[src/rtl/vrd_pkg.sv]
package vrd_pkg;

    localparam int NUM_JUDGES = 10;
    localparam int NUM_DIGITS = 8;
    localparam int W_CHAIR    = 10;
    localparam int W_VICE     = 8;
    localparam int W_MEMBER   = 5;
    localparam int MAX_TOTAL  = W_CHAIR + 2 * W_VICE + (NUM_JUDGES - 3) * W_MEMBER;
    localparam int SUM_W      = $clog2(MAX_TOTAL + 1);
    localparam int DEC_DIGITS = 2;

    localparam logic [6:0] SEG_BLANK = 7'h7F;
    localparam logic [6:0] SEG_DASH  = 7'b0111111;

    typedef enum logic [1:0] {
        SHOW_BLANK = 2'd0,
        SHOW_NUM   = 2'd1,
        SHOW_DASH  = 2'd2
    } show_e;

    function automatic logic [SUM_W-1:0] weight_of(input int idx);
        if (idx == 0)     return SUM_W'(W_CHAIR);
        else if (idx < 3) return SUM_W'(W_VICE);
        else              return SUM_W'(W_MEMBER);
    endfunction

    // active-low, {g,f,e,d,c,b,a}
    function automatic logic [6:0] seg_of(input logic [3:0] dig);
        case (dig)
            4'd0:    return 7'h40;
            4'd1:    return 7'h79;
            4'd2:    return 7'h24;
            4'd3:    return 7'h30;
            4'd4:    return 7'h19;
            4'd5:    return 7'h12;
            4'd6:    return 7'h02;
            4'd7:    return 7'h78;
            4'd8:    return 7'h00;
            4'd9:    return 7'h10;
            default: return SEG_BLANK;
        endcase
    endfunction

endpackage

[src/rtl/vrd_button.sv]
module vrd_button #(
    parameter int DEBOUNCE_CYCLES = 500000
) (
    input  logic clk,
    input  logic rst,
    input  logic btn_raw,
    output logic press_pulse
);
    localparam int CW = $clog2(DEBOUNCE_CYCLES + 1);

    typedef struct packed {
        logic          s1;
        logic          s2;
        logic          level;
        logic [CW-1:0] cnt;
        logic          pulse;
    } btn_t;

    btn_t st_d, st_q;

    always_comb begin
        st_d       = st_q;
        st_d.s1    = btn_raw;
        st_d.s2    = st_q.s1;
        st_d.pulse = 1'b0;
        if (st_q.s2 != st_q.level) begin
            if (st_q.cnt == CW'(DEBOUNCE_CYCLES - 1)) begin
                st_d.level = st_q.s2;
                st_d.cnt   = '0;
                st_d.pulse = st_q.s2;
            end else begin
                st_d.cnt = st_q.cnt + 1'b1;
            end
        end else begin
            st_d.cnt = '0;
        end
    end

    always_ff @(posedge clk) begin
        if (rst) st_q <= '0;
        else     st_q <= st_d;
    end

    assign press_pulse = st_q.pulse;

endmodule

[src/rtl/vrd_tally.sv]
module vrd_tally
    import vrd_pkg::*;
(
    input  logic                  clk,
    input  logic                  rst,
    input  logic [NUM_JUDGES-1:0] votes_raw,
    input  logic                  capture,
    output show_e                 mode,
    output logic [SUM_W-1:0]      total
);
    typedef struct packed {
        logic [NUM_JUDGES-1:0] v1;
        logic [NUM_JUDGES-1:0] v2;
        show_e                 mode;
        logic [SUM_W-1:0]      total;
    } tally_t;

    tally_t           st_d, st_q;
    logic [SUM_W-1:0] sum_d;

    always_comb begin
        sum_d = '0;
        for (int i = 0; i < NUM_JUDGES; i++) begin
            if (st_q.v2[i]) sum_d = sum_d + weight_of(i);
        end
    end

    always_comb begin
        st_d    = st_q;
        st_d.v1 = votes_raw;
        st_d.v2 = st_q.v1;
        if (capture) begin
            if (st_q.v2[0]) begin
                st_d.mode  = SHOW_NUM;
                st_d.total = sum_d;
            end else begin
                st_d.mode  = SHOW_DASH;
                st_d.total = '0;
            end
        end
    end

    always_ff @(posedge clk) begin
        if (rst) begin
            st_q.v1    <= '0;
            st_q.v2    <= '0;
            st_q.mode  <= SHOW_BLANK;
            st_q.total <= '0;
        end else begin
            st_q <= st_d;
        end
    end

    assign mode  = st_q.mode;
    assign total = st_q.total;

endmodule

[src/rtl/vrd_bcd.sv]
module vrd_bcd #(
    parameter int BIN_W  = 6,
    parameter int NDEC   = 2
) (
    input  logic [BIN_W-1:0]  bin,
    output logic [4*NDEC-1:0] bcd
);
    localparam int SW = BIN_W + 4 * NDEC;

    logic [SW-1:0] sh;

    always_comb begin
        sh = '0;
        sh[BIN_W-1:0] = bin;
        for (int b = 0; b < BIN_W; b++) begin
            for (int d = 0; d < NDEC; d++) begin
                if (sh[BIN_W + 4*d +: 4] >= 4'd5)
                    sh[BIN_W + 4*d +: 4] = sh[BIN_W + 4*d +: 4] + 4'd3;
            end
            sh = sh << 1;
        end
        bcd = sh[SW-1:BIN_W];
    end

endmodule

[src/rtl/vrd_scan.sv]
module vrd_scan
    import vrd_pkg::*;
#(
    parameter int N_DIG    = 8,
    parameter int NDEC     = 2,
    parameter int SCAN_DIV = 6250
) (
    input  logic              clk,
    input  logic              rst,
    input  show_e             mode,
    input  logic [4*NDEC-1:0] bcd,
    output logic [N_DIG-1:0]  dig_n,
    output logic [6:0]        seg_n
);
    localparam int PW = (SCAN_DIV > 1) ? $clog2(SCAN_DIV) : 1;
    localparam int IW = $clog2(N_DIG);

    typedef struct packed {
        logic [PW-1:0]    pre;
        logic [IW-1:0]    idx;
        logic [N_DIG-1:0] dig_n;
        logic [6:0]       seg_n;
    } scan_t;

    scan_t       st_d, st_q;
    logic [6:0]  num_seg [N_DIG];

    // per-position numeric pattern, leading zeros dark
    genvar k;
    generate
        for (k = 0; k < N_DIG; k++) begin : g_pos
            if (k < NDEC) begin : g_dec
                logic upper_nz;
                always_comb begin
                    upper_nz = 1'b0;
                    for (int j = k; j < NDEC; j++)
                        if (bcd[4*j +: 4] != 4'd0) upper_nz = 1'b1;
                    if (k == 0 || upper_nz) num_seg[k] = seg_of(bcd[4*k +: 4]);
                    else                    num_seg[k] = SEG_BLANK;
                end
            end else begin : g_dark
                assign num_seg[k] = SEG_BLANK;
            end
        end
    endgenerate

    always_comb begin
        st_d = st_q;
        if (st_q.pre == PW'(SCAN_DIV - 1)) begin
            st_d.pre = '0;
            st_d.idx = (st_q.idx == IW'(N_DIG - 1)) ? '0 : st_q.idx + 1'b1;
        end else begin
            st_d.pre = st_q.pre + 1'b1;
        end
        st_d.dig_n = ~(N_DIG'(1) << st_q.idx);
        case (mode)
            SHOW_NUM:  st_d.seg_n = num_seg[st_q.idx];
            SHOW_DASH: st_d.seg_n = SEG_DASH;
            default:   st_d.seg_n = SEG_BLANK;
        endcase
    end

    always_ff @(posedge clk) begin
        if (rst) begin
            st_q.pre   <= '0;
            st_q.idx   <= '0;
            st_q.dig_n <= '1;
            st_q.seg_n <= SEG_BLANK;
        end else begin
            st_q <= st_d;
        end
    end

    assign dig_n = st_q.dig_n;
    assign seg_n = st_q.seg_n;

endmodule

[src/rtl/vote_reveal_display.sv]
module vote_reveal_display
    import vrd_pkg::*;
#(
    parameter int DEBOUNCE_CYCLES = 500000,
    parameter int SCAN_DIV        = 6250
) (
    input  logic                  clk,
    input  logic                  rst,
    input  logic [NUM_JUDGES-1:0] judge_agree,
    input  logic                  reveal_btn,
    output logic [NUM_DIGITS-1:0] digit_en_n,
    output logic [6:0]            seg_n
);
    logic                  reveal_pulse;
    show_e                 show_mode;
    logic [SUM_W-1:0]      shown_total;
    logic [4*DEC_DIGITS-1:0] total_bcd;

    vrd_button #(.DEBOUNCE_CYCLES(DEBOUNCE_CYCLES)) u_button (
        .clk        (clk),
        .rst        (rst),
        .btn_raw    (reveal_btn),
        .press_pulse(reveal_pulse)
    );

    vrd_tally u_tally (
        .clk      (clk),
        .rst      (rst),
        .votes_raw(judge_agree),
        .capture  (reveal_pulse),
        .mode     (show_mode),
        .total    (shown_total)
    );

    vrd_bcd #(.BIN_W(SUM_W), .NDEC(DEC_DIGITS)) u_bcd (
        .bin(shown_total),
        .bcd(total_bcd)
    );

    vrd_scan #(.N_DIG(NUM_DIGITS), .NDEC(DEC_DIGITS), .SCAN_DIV(SCAN_DIV)) u_scan (
        .clk  (clk),
        .rst  (rst),
        .mode (show_mode),
        .bcd  (total_bcd),
        .dig_n(digit_en_n),
        .seg_n(seg_n)
    );

endmodule

[config.mk]
export PLATFORM = sky130hd
export DESIGN_NAME = vote_reveal_display
export DESIGN_NICKNAME = d
export VERILOG_FILES = /design/src/rtl/vrd_pkg.sv /design/src/rtl/vrd_button.sv /design/src/rtl/vrd_tally.sv /design/src/rtl/vrd_bcd.sv /design/src/rtl/vrd_scan.sv /design/src/rtl/vote_reveal_display.sv
export SDC_FILE = /design/constraint.sdc
export NUM_CORES = 1
export LEC_CHECK = 0
export BUFFER_PORTS_ARGS = -buffer_cell sky130_fd_sc_hd__buf_2
export CAP_MARGIN = 10
export CORE_ASPECT_RATIO = 0.75
export CORE_MARGIN = 1.5
export CORE_UTILIZATION = 62
export DETAILED_ROUTE_END_ITERATION = 6
export GPL_TIMING_DRIVEN = 0
export PLACE_DENSITY = 0.89
export SLEW_MARGIN = 10
export SYNTH_ARGS = -nofsm -noshare
export SYNTH_HDL_FRONTEND = slang
export SYNTH_SLANG_ARGS = --single-unit
export TNS_END_PERCENT = 5
[constraint.sdc]
create_clock -name clk -period 5.1 [get_ports clk]
set_clock_uncertainty 0.15 [all_clocks]
set_input_delay 1.53 -clock clk [delete_from_list [all_inputs] [get_ports clk]]
set_output_delay 1.53 -clock clk [all_outputs]
set_load 0.1 [all_outputs]
==> flow_summary.json, run 1 <==
{
  "run_status": "finished, final reports clean",
  "first_pass_iters": 5,
  "numCtsBuffers": 9,
  "syn_nets": 653,
  "power_leakage_nw": 2.07,
  "place.gp.congestion": 0.905,
  "grt_start_max_net_pins": 16,
  "area_delta_synth_final_pct": 9.93,
  "tns_ps": 0,
  "postLayoutCellArea_mm2": 0.00558,
  "cts.sinks": 82,
  "routedWlPerCell_um": 14.4,
  "fp-row-count": 28,
  "required_ps": 5250,
  "async_reset_ff_share_pct": 0,
  "final_cell_mix": "82 x dfxtp_1, 77 x nor2_1, 47 x nand2_1",
  "layout.nets": 689,
  "r2r_cells": 18,
  "p_seq_share_pct": 49.5,
  "drive_above_1_share_pct": 13.3,
  "grt_overflow": 0,
  "ant_nets": 0,
  "cellInternalPower_uw": 994,
  "power.density_mw_per_mm2": 238,
  "rr_endpoint": "u_scan.seg_n[1]",
  "worst_pin_slew_ps": 752,
  "vias": 4344,
  "post-route-util_pct": 70.5,
  "multi_input_area_mm2": 0.00312,
  "critical_path.endpoint_type": "flop",
  "synthDistinctLibCells": 79,
  "max_freq_mhz": 205,
  "n_antenna_cell": 0,
  "synth_flop_cell": "dfxtp_1",
  "drv_slew": 0,
  "p_clk_share_pct": 39.2,
  "fp.dieW_um": 108,
  "r2r-start": "u_tally.total[4]",
  "r2r_slack_ps": 210,
  "p_switching_uw": 338,
  "synth-edff-count": 0,
  "routed_wl_mm": 10.8,
  "dpl.hpwl_mm": 7.90,
  "fin_crit_ps": 4890,
  "finalHoldViolCount": 0,
  "clk_latency_ps": 350,
  "drc_errors": 0,
  "root_buffer": "clkbuf_8",
  "grt_usage_pct": 25.2,
  "viasPerCell": 5.78,
  "htreeDepth": 3,
  "slew_headroom_pct": 49.4,
  "ys.warnings.count": 0,
  "cts_tree": "done",
  "crit_arrival_ps": 5040,
  "seqCellArea_mm2": 0.00164,
  "fp.dieArea_mm2": 0.00875,
  "clkTransAtPathRegs_ps": 90,
  "synth_cells": 605,
  "cp_max_fo": 10,
  "fin_crit_sh_pct": 95.9,
  "drt_first_iter_violations": 282,
  "peakVddDrop_uv": 211,
  "nFillCells": 594,
  "die_h_um": 81.4,
  "antenna_found_initial": 0,
  "ys_ff_latch": 82,
  "seq_area_frac_synth_pct": 32.3,
  "hold_path_end": "u_tally.st_q[15]",
  "min_path_cells": 1,
  "grt_pass1_wl_mm": 17.9,
  "syn_area_mm2": 0.00508,
  "clockBufferDepth": 2,
  "critPathLaunchType": "flop",
  "worstSetupPathType": "reg -> reg",
  "coreArea_mm2": 0.00792,
  "cts_setup_buffers": 0,
  "io_pins": 28,
  "syn_area_per_cell_um2": 8.40,
  "switching_share_pct": 25.4,
  "total_power_mw": 1.33,
  "numPortBuffers": 26,
  "combPwrFrac_pct": 11.3,
  "start_util_pct": 64.2,
  "final_common_cell": "dfxtp_1",
  "maxCapViolCount": 0,
  "grt_pass1_vias": 4016,
  "placed_area_mm2": 0.00534,
  "hp-start": "u_tally.st_d[15]",
  "finalSetupViolCount": 0,
  "hold_path_class": "reg -> reg"
}
[layer usage]
metal	wire length (µm)	share of wire, %	global-route usage [%]	vias to the layer above
met5	0	0	0	-
met4	108	1.0	5.39	0
met3	716	6.6	5.14	14
met2	5030	47	43.2	144
met1	4920	46	33.2	2025
li1	-	-	-	2161
[worst max-delay path: stages, from the launching register on]
cell and delay [ps]:
dfxtp_1 490, inv_1 130, ha_1 280, o21ai_0 250, xnor2_1 260, ha_1 330
o21ba_2 180, a22oi_1 260, nand2_1 160, mux2i_4 280, clkbuf_2 260, nand2_1 140
a22oi_1 330, ha_1 330, nor3_1 90, a2111oi_0 440, nor3b_1 140, o21ai_0 180
a21bo_2 140
[synthesized netlist by cell type (4+ instances only)]
cell / n / area share (%)
dfxtp_1: 82 / 32
a21oi_1: 26 / 2.6
nor4_1: 4 / 0.49
nand3_1: 24 / 2.4
a22oi_1: 4 / 0.59
nor2b_1: 23 / 2.8
xor2_1: 22 / 3.8
and2_1: 4 / 0.49
o21ai_0: 18 / 1.8
nand2b_1: 11 / 1.4
mux2_2: 4 / 0.89
xnor2_1: 30 / 5.2
o31ai_1: 4 / 0.59
ha_1: 35 / 8.6
and3_1: 7 / 0.86
clkbuf_1: 13 / 0.96
nand4_1: 6 / 0.74
nor3_1: 10 / 0.99
or3_1: 6 / 0.74
o211ai_1: 10 / 1.5
inv_1: 29 / 2.1
nand2_1: 47 / 3.5
buf_4: 16 / 2.4
nor2_1: 78 / 5.8
mux2i_1: 7 / 1.4
[registers in the layout, indices dropped and copies added (netlist names)]
register,flops
u_scan.dig_n,8
u_tally.st_d,10
u_scan.st_q,16
u_tally.mode,2
u_tally.total,6
u_scan.seg_n,7
u_tally.st_q,10
u_button.press_pulse,1
u_button.st_q,21
u_button.st_d,1
[worst max path at each step]
stage | end | cells after the start | slack, ps | start
after floorplan | u_scan.seg_n[1] | 19 | 860 | u_tally.total[4]
after global placement | u_scan.seg_n[1] | 19 | 310 | u_tally.total[4]
after detailed placement | u_scan.seg_n[1] | 19 | 40 | u_tally.total[4]
after CTS | u_scan.seg_n[1] | 19 | 10 | u_tally.total[4]
after global routing | u_scan.seg_n[1] | 18 | -40 | u_tally.total[4]
final | u_scan.seg_n[1] | 18 | 210 | u_tally.total[4]
[through the flow]
| stage | setup slack [ps] | hold slack [ps] | instances |
|---|---|---|---|
| detailed placement | 37.9 | 278 | 736 |
| global placement | 314 | 269 | 736 |
| CTS | 10.9 | 292 | 752 |
| floorplan | 862 | 264 | 605 |
| global route | -40.0 | 304 | 751 |
| finish | 212 | 285 | 751 |
[kinds of logic after synthesis]
| group | after synthesis | synth area share (%) |
|---|---|---|
| AND/OR/NAND/NOR | 236 | 22.8 |
| AO/OA/AOI/OAI | 117 | 16.4 |
| flip-flops | 82 | 32.3 |
| buffers and inverters | 67 | 6.63 |
| XOR/XNOR | 57 | 11.0 |
| adder cells (fa/ha/maj) | 35 | 8.62 |
| multiplexers | 11 | 2.27 |
[power by group through the flow]
stage / sequential, mW / clock, mW / combinational [mW]
2_1_floorplan: 0.672 / 0 / 0.119
5_1_grt: 0.660 / 0.551 / 0.166
3_3_place_gp: 0.673 / 0 / 0.139
3_5_place_dp: 0.674 / 0 / 0.148
6_report: 0.659 / 0.522 / 0.150
4_1_cts: 0.659 / 0.526 / 0.149
[final cells by class]
class,count,share of cell area [%]
Sequential cell,82,29.4
Inverter,32,2.15
Tap cell,105,2.35
Timing Repair Buffer,26,2.33
Clock inverter,7,1.77
Clock buffer,9,2.22
Buffer,34,3.83
Multi-Input combinational cell,456,55.9
[what timing repair did]
action | CTS | global route
setup endpoints to repair | 0 | 7
gates resized for setup | 0 | 6
hold buffers | 0 | 0
(Power assumes the default switching activity.)
==> run 2: changes to the inputs <==
--- a/config.mk
+++ b/config.mk
@@ -7,12 +7,14 @@
 export LEC_CHECK = 0
 export BUFFER_PORTS_ARGS = -buffer_cell sky130_fd_sc_hd__buf_2
 export CAP_MARGIN = 10
+export CELL_PAD_IN_SITES_DETAIL_PLACEMENT = 0
+export CELL_PAD_IN_SITES_GLOBAL_PLACEMENT = 1
 export CORE_ASPECT_RATIO = 0.75
 export CORE_MARGIN = 1.5
-export CORE_UTILIZATION = 62
+export CORE_UTILIZATION = 47
 export DETAILED_ROUTE_END_ITERATION = 6
 export GPL_TIMING_DRIVEN = 0
-export PLACE_DENSITY = 0.89
+export PLACE_DENSITY = 0.88
 export SLEW_MARGIN = 10
 export SYNTH_ARGS = -nofsm -noshare
 export SYNTH_HDL_FRONTEND = slang
==> run 2 against run 1 <==
- first-iteration DRC count rose by 16%
- register-to-register slack improved by 180 ps
- clock-buffer cell count unchanged
- die area up 31%
==> flow_summary.json, run 2 (synthesis gave the netlist of run 1 again) <==
{
  "run_status": "finished, final reports clean",
  "grt_pass1_wl_mm": 18.4,
  "grt_start_max_net_pins": 17,
  "cts.sinks": 82,
  "top_regs": "u_button.st_q (21), u_scan.st_q (16)",
  "io_pins": 28,
  "root_buffer": "clkbuf_16",
  "worstSetupPathType": "reg -> reg",
  "fin_crit_sh_pct": 92.3,
  "grt_pass1_vias": 4018,
  "coreArea_mm2": 0.0104,
  "clockBufferDepth": 2,
  "postCtsHoldBufs": 0,
  "final_common_cell": "dfxtp_1",
  "finalHoldViolCount": 0,
  "slew_headroom_pct": 50.1,
  "worst_pin_slew_ps": 742,
  "peakVddDrop_uv": 283,
  "post-route-util_pct": 54.8,
  "hold_path_class": "reg -> reg",
  "n_antenna_cell": 0,
  "critPathLaunchType": "flop",
  "drc_errors": 0,
  "place.gp.congestion": 0.895,
  "drt_first_iter_violations": 327,
  "crit_arrival_ps": 4840,
  "dp_cells": 767,
  "die_h_um": 93.0,
  "grt_usage_pct": 19.6,
  "fp.dieW_um": 123,
  "routed_wl_mm": 10.5,
  "first_pass_iters": 4,
  "routedWlPerCell_um": 13.4,
  "numCtsBuffers": 9,
  "hp-start": "u_tally.st_d[14]",
  "post_cts_resized": 2,
  "layout.nets": 689,
  "clk_latency_ps": 330,
  "required_ps": 5230,
  "area_delta_synth_final_pct": 12.3,
  "viasPerCell": 5.43,
  "finalSetupViolCount": 0,
  "cts_tree": "done",
  "fp-row-count": 32,
  "top_register": "u_button.st_q",
  "htreeDepth": 3,
  "max_freq_mhz": 212,
  "power_leakage_nw": 2.11,
  "vias": 4247,
  "critical_path.endpoint_type": "flop",
  "drv_slew": 0,
  "start_util_pct": 48.8,
  "antenna_found_initial": 0,
  "dpl_worst_slack_ps": -30.9,
  "total_power_mw": 1.47,
  "drive_above_1_share_pct": 13.6,
  "fp.dieArea_mm2": 0.0114,
  "final_cell_mix": "81 x dfxtp_1, 77 x nor2_1, 47 x nand2_1",
  "maxCapViolCount": 0,
  "fin_crit_ps": 4710,
  "power.density_mw_per_mm2": 257,
  "final_cell_count_no_fill": 782,
  "grt_overflow": 0,
  "r2r-start": "u_tally.total[4]",
  "clkTransAtPathRegs_ps": 70,
  "tns_ps": 0,
  "dpl.hpwl_mm": 7.90,
  "cp_max_fo": 10,
  "largest_register_ffs": 21,
  "cts_setup_buffers": 0,
  "numPortBuffers": 26,
  "nFillCells": 992,
  "ant_nets": 0,
  "critPathLaunch": "u_tally.total[4]",
  "setup_ws_ps": 392
}
[run 2: final timing paths]
| check | end | slack [ps] | cells past startpoint |
|---|---|---|---|
| setup / recovery | u_scan.seg_n[1] | 390 | 18 |
| hold / removal | u_tally.st_q[14] | 290 | 1 |
| setup reg to reg | u_scan.seg_n[1] | 390 | 18 |
| hold reg to reg | u_tally.st_q[14] | 290 | 1 |
[run 2: power breakdown]
group          leakage, nW  switching (mW)  internal, mW  total, mW
clock                0.152           0.273         0.389      0.662
combinational         1.29          0.0837        0.0639      0.148
sequential           0.667         0.00874         0.651      0.660
[run 2: layout make-up]
class                   instances  area (µm²)  area share [%]
multi-input cells             456        3120            54.7
flip-flops and latches         82        1640            28.8
clock buffers                   9         225            3.95
plain buffers                  34         215            3.77
well taps                     136         170            2.98
repair buffers                 26         130            2.28
inverters                      32         120            2.10
clock inverters                 7        82.6            1.45
[run 2: worst max-delay path, stage by stage (launching register included)]
cell and delay, ps:
dfxtp_2 370, inv_1 110, ha_1 290, o21ai_0 130
xnor2_1 370, ha_1 330, o21ba_2 190, a22oi_1 250
nand2_1 170, mux2i_4 290, clkbuf_2 290, nand2_1 140
a22oi_1 310, ha_2 310, nor3_1 70, a2111oi_1 400
nor3b_1 130, o21ai_0 200, a21bo_2 150
[run 2: routing by layer]
metal | vias up | GRT usage (%) | part of all wire, %
met3 | 10 | 3.90 | 3.9
met2 | 81 | 29.3 | 42
met1 | 1986 | 28.8 | 53
li1 | 2170 | - | -
met5 | - | 0 | 0
met4 | 0 | 5.08 | 1.1
[run 2: stage by stage]
stage | cell area [µm²] | hold slack [ps]
final | 5710 | 292
after global routing | 5710 | 301
after CTS | 5690 | 281
after detailed placement | 5380 | 278
after global placement | 5380 | 271
after floorplan | 5080 | 264
